[src/rtl/tmr_unit.sv]
module tmr_unit #(
  parameter int CHANNELS = 2,
  parameter int IRQ_BASE = 8,
  parameter int PRE_W    = 16
) (
  input  logic                clk,
  input  logic                rst_n,
  input  logic [7:0]          bus_addr,
  input  logic                bus_we,
  input  logic [31:0]         bus_wdata,
  output logic [31:0]         bus_rdata,
  output logic [CHANNELS-1:0] irq
);

  localparam logic [31:0] CFG_WORD = 32'h300
                                   | ((32'(IRQ_BASE) & 32'h1F) << 3)
                                   | (32'(CHANNELS) & 32'h7);

  logic [PRE_W-1:0] pre_cnt, pre_rl;
  logic [31:0]      ch_cnt [CHANNELS];
  logic [31:0]      ch_rl  [CHANNELS];
  logic [CHANNELS-1:0] ch_en, ch_rs, ch_ie, ch_pd;

  wire       word_ok = (bus_addr[1:0] == 2'b00);
  wire [3:0] blk     = bus_addr[7:4];
  wire [1:0] reg_sel = bus_addr[3:2];
  wire       unit_sel   = word_ok && (blk == 4'd0);
  wire       pre_cnt_wr = bus_we && unit_sel && (reg_sel == 2'd0);
  wire       pre_rl_wr  = bus_we && unit_sel && (reg_sel == 2'd1);
  wire       tick       = (pre_cnt == '0);

  always_ff @(posedge clk) begin
    if (!rst_n) begin
      pre_cnt <= '0;
      pre_rl  <= '0;
    end else begin
      if (pre_rl_wr) pre_rl <= bus_wdata[PRE_W-1:0];
      if (pre_cnt_wr)  pre_cnt <= bus_wdata[PRE_W-1:0];
      else if (tick)   pre_cnt <= pre_rl;
      else             pre_cnt <= pre_cnt - 1'b1;
    end
  end

  for (genvar g = 0; g < CHANNELS; g++) begin : g_ch
    logic [31:0] cnt, rl;
    logic        en, rs, ie, pd, iq;

    wire sel    = word_ok && (blk == 4'(g + 1));
    wire cnt_wr = bus_we && sel && (reg_sel == 2'd0);
    wire rl_wr  = bus_we && sel && (reg_sel == 2'd1);
    wire ctl_wr = bus_we && sel && (reg_sel == 2'd2);
    wire fire   = en && tick && (cnt == '0);

    always_ff @(posedge clk) begin
      if (!rst_n) begin
        cnt <= '0;
        rl  <= '0;
        en  <= 1'b0;
        rs  <= 1'b0;
        ie  <= 1'b0;
        pd  <= 1'b0;
        iq  <= 1'b0;
      end else begin
        iq <= fire && ie;
        pd <= (fire && ie) || (pd && !(ctl_wr && bus_wdata[4]));
        if (rl_wr) rl <= bus_wdata;
        if (ctl_wr) begin
          en <= bus_wdata[0];
          rs <= bus_wdata[1];
          ie <= bus_wdata[3];
        end else if (fire && !rs) begin
          en <= 1'b0;
        end
        if (cnt_wr)                      cnt <= bus_wdata;
        else if (ctl_wr && bus_wdata[2]) cnt <= rl;
        else if (fire)                   cnt <= rs ? rl : cnt;
        else if (en && tick)             cnt <= cnt - 1'b1;
      end
    end

    assign ch_cnt[g] = cnt;
    assign ch_rl[g]  = rl;
    assign ch_en[g]  = en;
    assign ch_rs[g]  = rs;
    assign ch_ie[g]  = ie;
    assign ch_pd[g]  = pd;
    assign irq[g]    = iq;
  end

  always_comb begin
    bus_rdata = '0;
    if (word_ok) begin
      if (blk == 4'd0) begin
        case (reg_sel)
          2'd0:    bus_rdata = 32'(pre_cnt);
          2'd1:    bus_rdata = 32'(pre_rl);
          2'd2:    bus_rdata = CFG_WORD;
          default: bus_rdata = '0;
        endcase
      end else begin
        for (int i = 0; i < CHANNELS; i++) begin
          if (blk == 4'(i + 1)) begin
            case (reg_sel)
              2'd0:    bus_rdata = ch_cnt[i];
              2'd1:    bus_rdata = ch_rl[i];
              2'd2:    bus_rdata = {27'd0, ch_pd[i], ch_ie[i], 1'b0, ch_rs[i], ch_en[i]};
              default: bus_rdata = '0;
            endcase
          end
        end
      end
    end
  end

endmodule

[config.mk]
export PLATFORM = sky130hd
export DESIGN_NAME = tmr_unit
export DESIGN_NICKNAME = d
export VERILOG_FILES = /design/src/rtl/tmr_unit.sv
export SDC_FILE = /design/constraint.sdc
export NUM_CORES = 1
export LEC_CHECK = 0
export BUFFER_PORTS_ARGS = -buffer_cell sky130_fd_sc_hd__buf_2
export CAP_MARGIN = 20
export CELL_PAD_IN_SITES_DETAIL_PLACEMENT = 1
export CELL_PAD_IN_SITES_GLOBAL_PLACEMENT = 1
export CORE_MARGIN = 2
export CORE_UTILIZATION = 45
export DETAILED_ROUTE_END_ITERATION = 12
export PLACE_DENSITY_LB_ADDON = 0.1
export SYNTH_ARGS = -nofsm -noshare
export SYNTH_HDL_FRONTEND = slang
export SYNTH_SLANG_ARGS = --single-unit
[constraint.sdc]
create_clock -name clk -period 3.7 [get_ports clk]
set_input_delay 0.925 -clock clk [delete_from_list [all_inputs] [get_ports clk]]
set_output_delay 0.925 -clock clk [all_outputs]
set_load 0.01 [all_outputs]
==> flow_metrics.py <==
metrics = {
    "synth": {
        "ys_ff_latch": 170,
        "synth.distinct_cells": 76,
        "synthCells": 1443,
        "ys_seq_area_frac": 0.317,
        "synthArstFlopShare": 0,
        "synth_fp_nets": 1490,
        "yosys_warnings": 0,
        "post_synth.cell_area_avg_um2": 7.44,
        "ys.flop_type": "dfxtp_1",
        "netlist_area_mm2": 0.0107,
        "synth-edff-count": 0,
    },
    "clock_network": {
        "insertion_delay_ns": 0.45,
        "postCtsSetupBuffers": 0,
        "h-tree-depth": 4,
        "post_cts_resized": 0,
        "cts_tree": "built",
        "clkSinkCount": 170,
        "cts-buffers-inserted": 17,
        "clockBufferDepth": 2,
        "clk_pin_slew_ns": 0.06,
        "cts_root_buffer": "clkbuf_16",
        "cts_hold_buffers": 0,
    },
    "worst_setup_path": {
        "worstPathArrival_ns": 2.73,
        "cp_max_fo": 4,
        "critPathMaxStageDelay_ns": 0.74,
        "worstSetupStartpointType": "input pin",
        "critPathBufInv": 2,
        "r2r_slack_ns": 0.49,
        "critical-path-slowest-cell": "or4b_2",
        "endpoint_kind": "output pin",
        "path_class": "in -> out",
        "r2r_end": "g_ch[0].cnt[4]$_SDFFE_PN0P_",
        "r2r.worst_path.cells": 9,
        "reg2reg_from": "g_ch[0].cnt[0]$_SDFFE_PN0P_",
        "crit_required_ns": 2.77,
        "cp_top_family": "simple AND/OR/NAND/NOR gates",
        "cp_cell_sequence": "buf_2 > or4b_2 > o21ai_0 > a22oi_1 > a21boi_0 > o21ai_0 > and3_1 > buf_2",
        "crit_start": "bus_addr[4]",
    },
    "sta": {
        "clock_skew_ns": 0.0188,
        "finalWorstSetupSlack_ns": 0.0409,
        "hold-worst-slack_ns": 0.470,
        "slew_violations": 0,
        "worst_pin_slew_ns": 1.03,
        "period_share": 0.989,
        "hold_viol_final": 0,
        "slew_headroom": 0.308,
        "max_freq_mhz": 273,
        "period_minus_slack_ns": 3.66,
        "setup_viol": 0,
        "rsz0062_at_grt": "yes",
    },
    "global_route": {
        "globalRouteOverflowTotal": 0,
        "grt_start_max_net_pins": 121,
        "first_global_vias": 11600,
        "grt_pass1_wl_um": 69100,
        "grt_usage": 0.362,
        "antenna_found_initial": 1,
    },
    "final_layout": {
        "fin_nets": 1533,
        "antennaDiodeCount": 0,
        "n_fill_cell": 2942,
        "drive_gt1_frac": 0.144,
        "final_common_cell": "nand2_1",
        "synthToLayoutAreaGrowth_pct": 13.8,
        "design_area_mm2": 0.0122,
        "layout_common_cells": "nand2_1, dfxtp_1, a21oi_1",
    },
    "place": {
        "portBuffers": 76,
        "place_congestion": 0.953,
        "place_ws_ns": 0.0682,
        "dp_hpwl_um": 31900,
        "dpl_cell_area_mm2": 0.0116,
    },
    "route": {
        "drc_errors": 0,
        "drt_iter0_drc": 975,
        "viasPerCell": 6.48,
        "antenna_left": 0,
        "drt-total-wl_um": 45000,
        "wl_per_cell_um": 24.7,
        "vias": 11800,
        "drt_pre_antenna_iters": 5,
    },
    "power": {
        "leakagePower_uw": 0.00482,
        "ir_drop_mv": 0.230,
        "powerDensity_mw_per_mm2": 411,
    },
    "worst_hold_path": {
        "holdPathStages": 2,
        "hold_path.class": "reg -> reg",
        "hold_end": "g_ch[1].rl[7]$_SDFFE_PN0P_",
        "min-delay-start": "g_ch[1].rl[7]$_SDFFE_PN0P_",
    },
    "floorplan": {
        "io_pins": 77,
        "coreArea_mm2": 0.0235,
        "start_util": 0.457,
        "rows": 56,
        "die_w_um": 158,
        "dieArea_mm2": 0.0251,
        "die_h_um": 158,
    },
    "outcome": {
        "status": "finished, final reports clean",
    },
    "run": {
        "maxCapViolations": 0,
    },
}
[layout make-up]
type,count,area [µm²],share of cell area
inverter,15,58.8,0.00481
multi-input combinational,1136,6790,0.556
tap,319,399,0.0327
timing repair buffer,146,971,0.0795
sequential,170,3400,0.279
clock buffer,19,443,0.0362
clock inverter,13,154,0.0126
[power by group]
part           total (µW)  switching [µW]  leakage [µW]  internal, µW
logic                1130             683       0.00315           452
registers            1980            92.9       0.00137          1890
clock network        1910             880      0.000292          1040
[sequential cells by signal (all words and copies together), names as in the netlist]
| name | count |
|---|---|
| g_ch.rl | 64 |
| pre_rl | 16 |
| g_ch.pd | 2 |
| g_ch.cnt | 64 |
| g_ch.en | 2 |
| g_ch.ie | 2 |
| g_ch.rs | 2 |
| pre_cnt | 16 |
| g_ch.iq | 2 |
[through the flow]
step	TNS [ns]	util	std cells	total power (µW)
global placement	0	0.495	1786	3080
detailed placement	0	0.495	1786	3120
CTS	0	0.521	1818	5020
global route	-0.0523	0.521	1818	5230
finish	0	0.521	1818	5030
floorplan	0	-	1443	2740
[synth_stat cells, drive strengths merged, types with 4 or more instances]
cell type	number	share of area
nand2	259	0.091
dfxtp	170	0.32
a21oi	132	0.063
nor2	117	0.041
clkbuf	102	0.036
o21ai	94	0.045
mux2i	80	0.075
nor3	45	0.021
nor4	36	0.021
nand3	29	0.014
xor2	27	0.022
o211ai	25	0.017
a31oi	22	0.013
a22oi	21	0.018
buf	20	0.012
nand4	18	0.010
o32ai	17	0.014
or4	17	0.013
and3	16	0.0093
o22a	16	0.013
inv	15	0.0052
a211oi	13	0.0096
xnor2	13	0.011
nor4b	10	0.0093
o221ai	10	0.0082
or3	10	0.0063
a21boi	8	0.0056
a211o	7	0.0057
nand4b	7	0.0057
o22ai	7	0.0041
and4	6	0.0049
o211a	6	0.0056
or2	5	0.0029
or4b	5	0.0047
a221o	4	0.0037
ha	4	0.0047
o31ai	4	0.0028
[how the worst max path moves through the flow]
| stage | to | slack, ns | depth (start not counted) |
|---|---|---|---|
| after floorplan | bus_rdata[20] | 0.06 | 7 |
| after global placement | bus_rdata[3] | 0.16 | 8 |
| after detailed placement | bus_rdata[1] | 0.07 | 8 |
| after CTS | bus_rdata[1] | 0.07 | 8 |
| after global routing | bus_rdata[4] | -0.03 | 8 |
| final | bus_rdata[1] | 0.04 | 8 |
[tightest hold or removal path: stages (launching register included)]
cell and delay [ns]:
dfxtp_1 0.32, nand2_1 0.06, a21oi_1 0.05
[per-layer routing]
| metal | global-route usage | vias up | wire length, µm |
|---|---|---|---|
| li1 | - | 5377 | - |
| met3 | 0.0582 | 76 | 3080 |
| met1 | 0.508 | 5917 | 20300 |
| met5 | 0 | - | 8 |
| met2 | 0.570 | 417 | 20500 |
| met4 | 0.110 | 2 | 1040 |
[logic make-up (layout without fill, tap and decap cells)]
family / after synthesis / count (layout) / share of synthesized area
AND/OR/NAND/NOR: 597 / 597 / 0.265
AO/OA/AOI/OAI: 413 / 413 / 0.251
flip-flops: 170 / 170 / 0.317
buffers and inverters: 137 / 193 / 0.0528
multiplexers: 82 / 82 / 0.0767
XOR/XNOR: 40 / 40 / 0.0326
adder cells (fa/ha/maj): 4 / 4 / 0.00466
(Power assumes the default switching activity.)
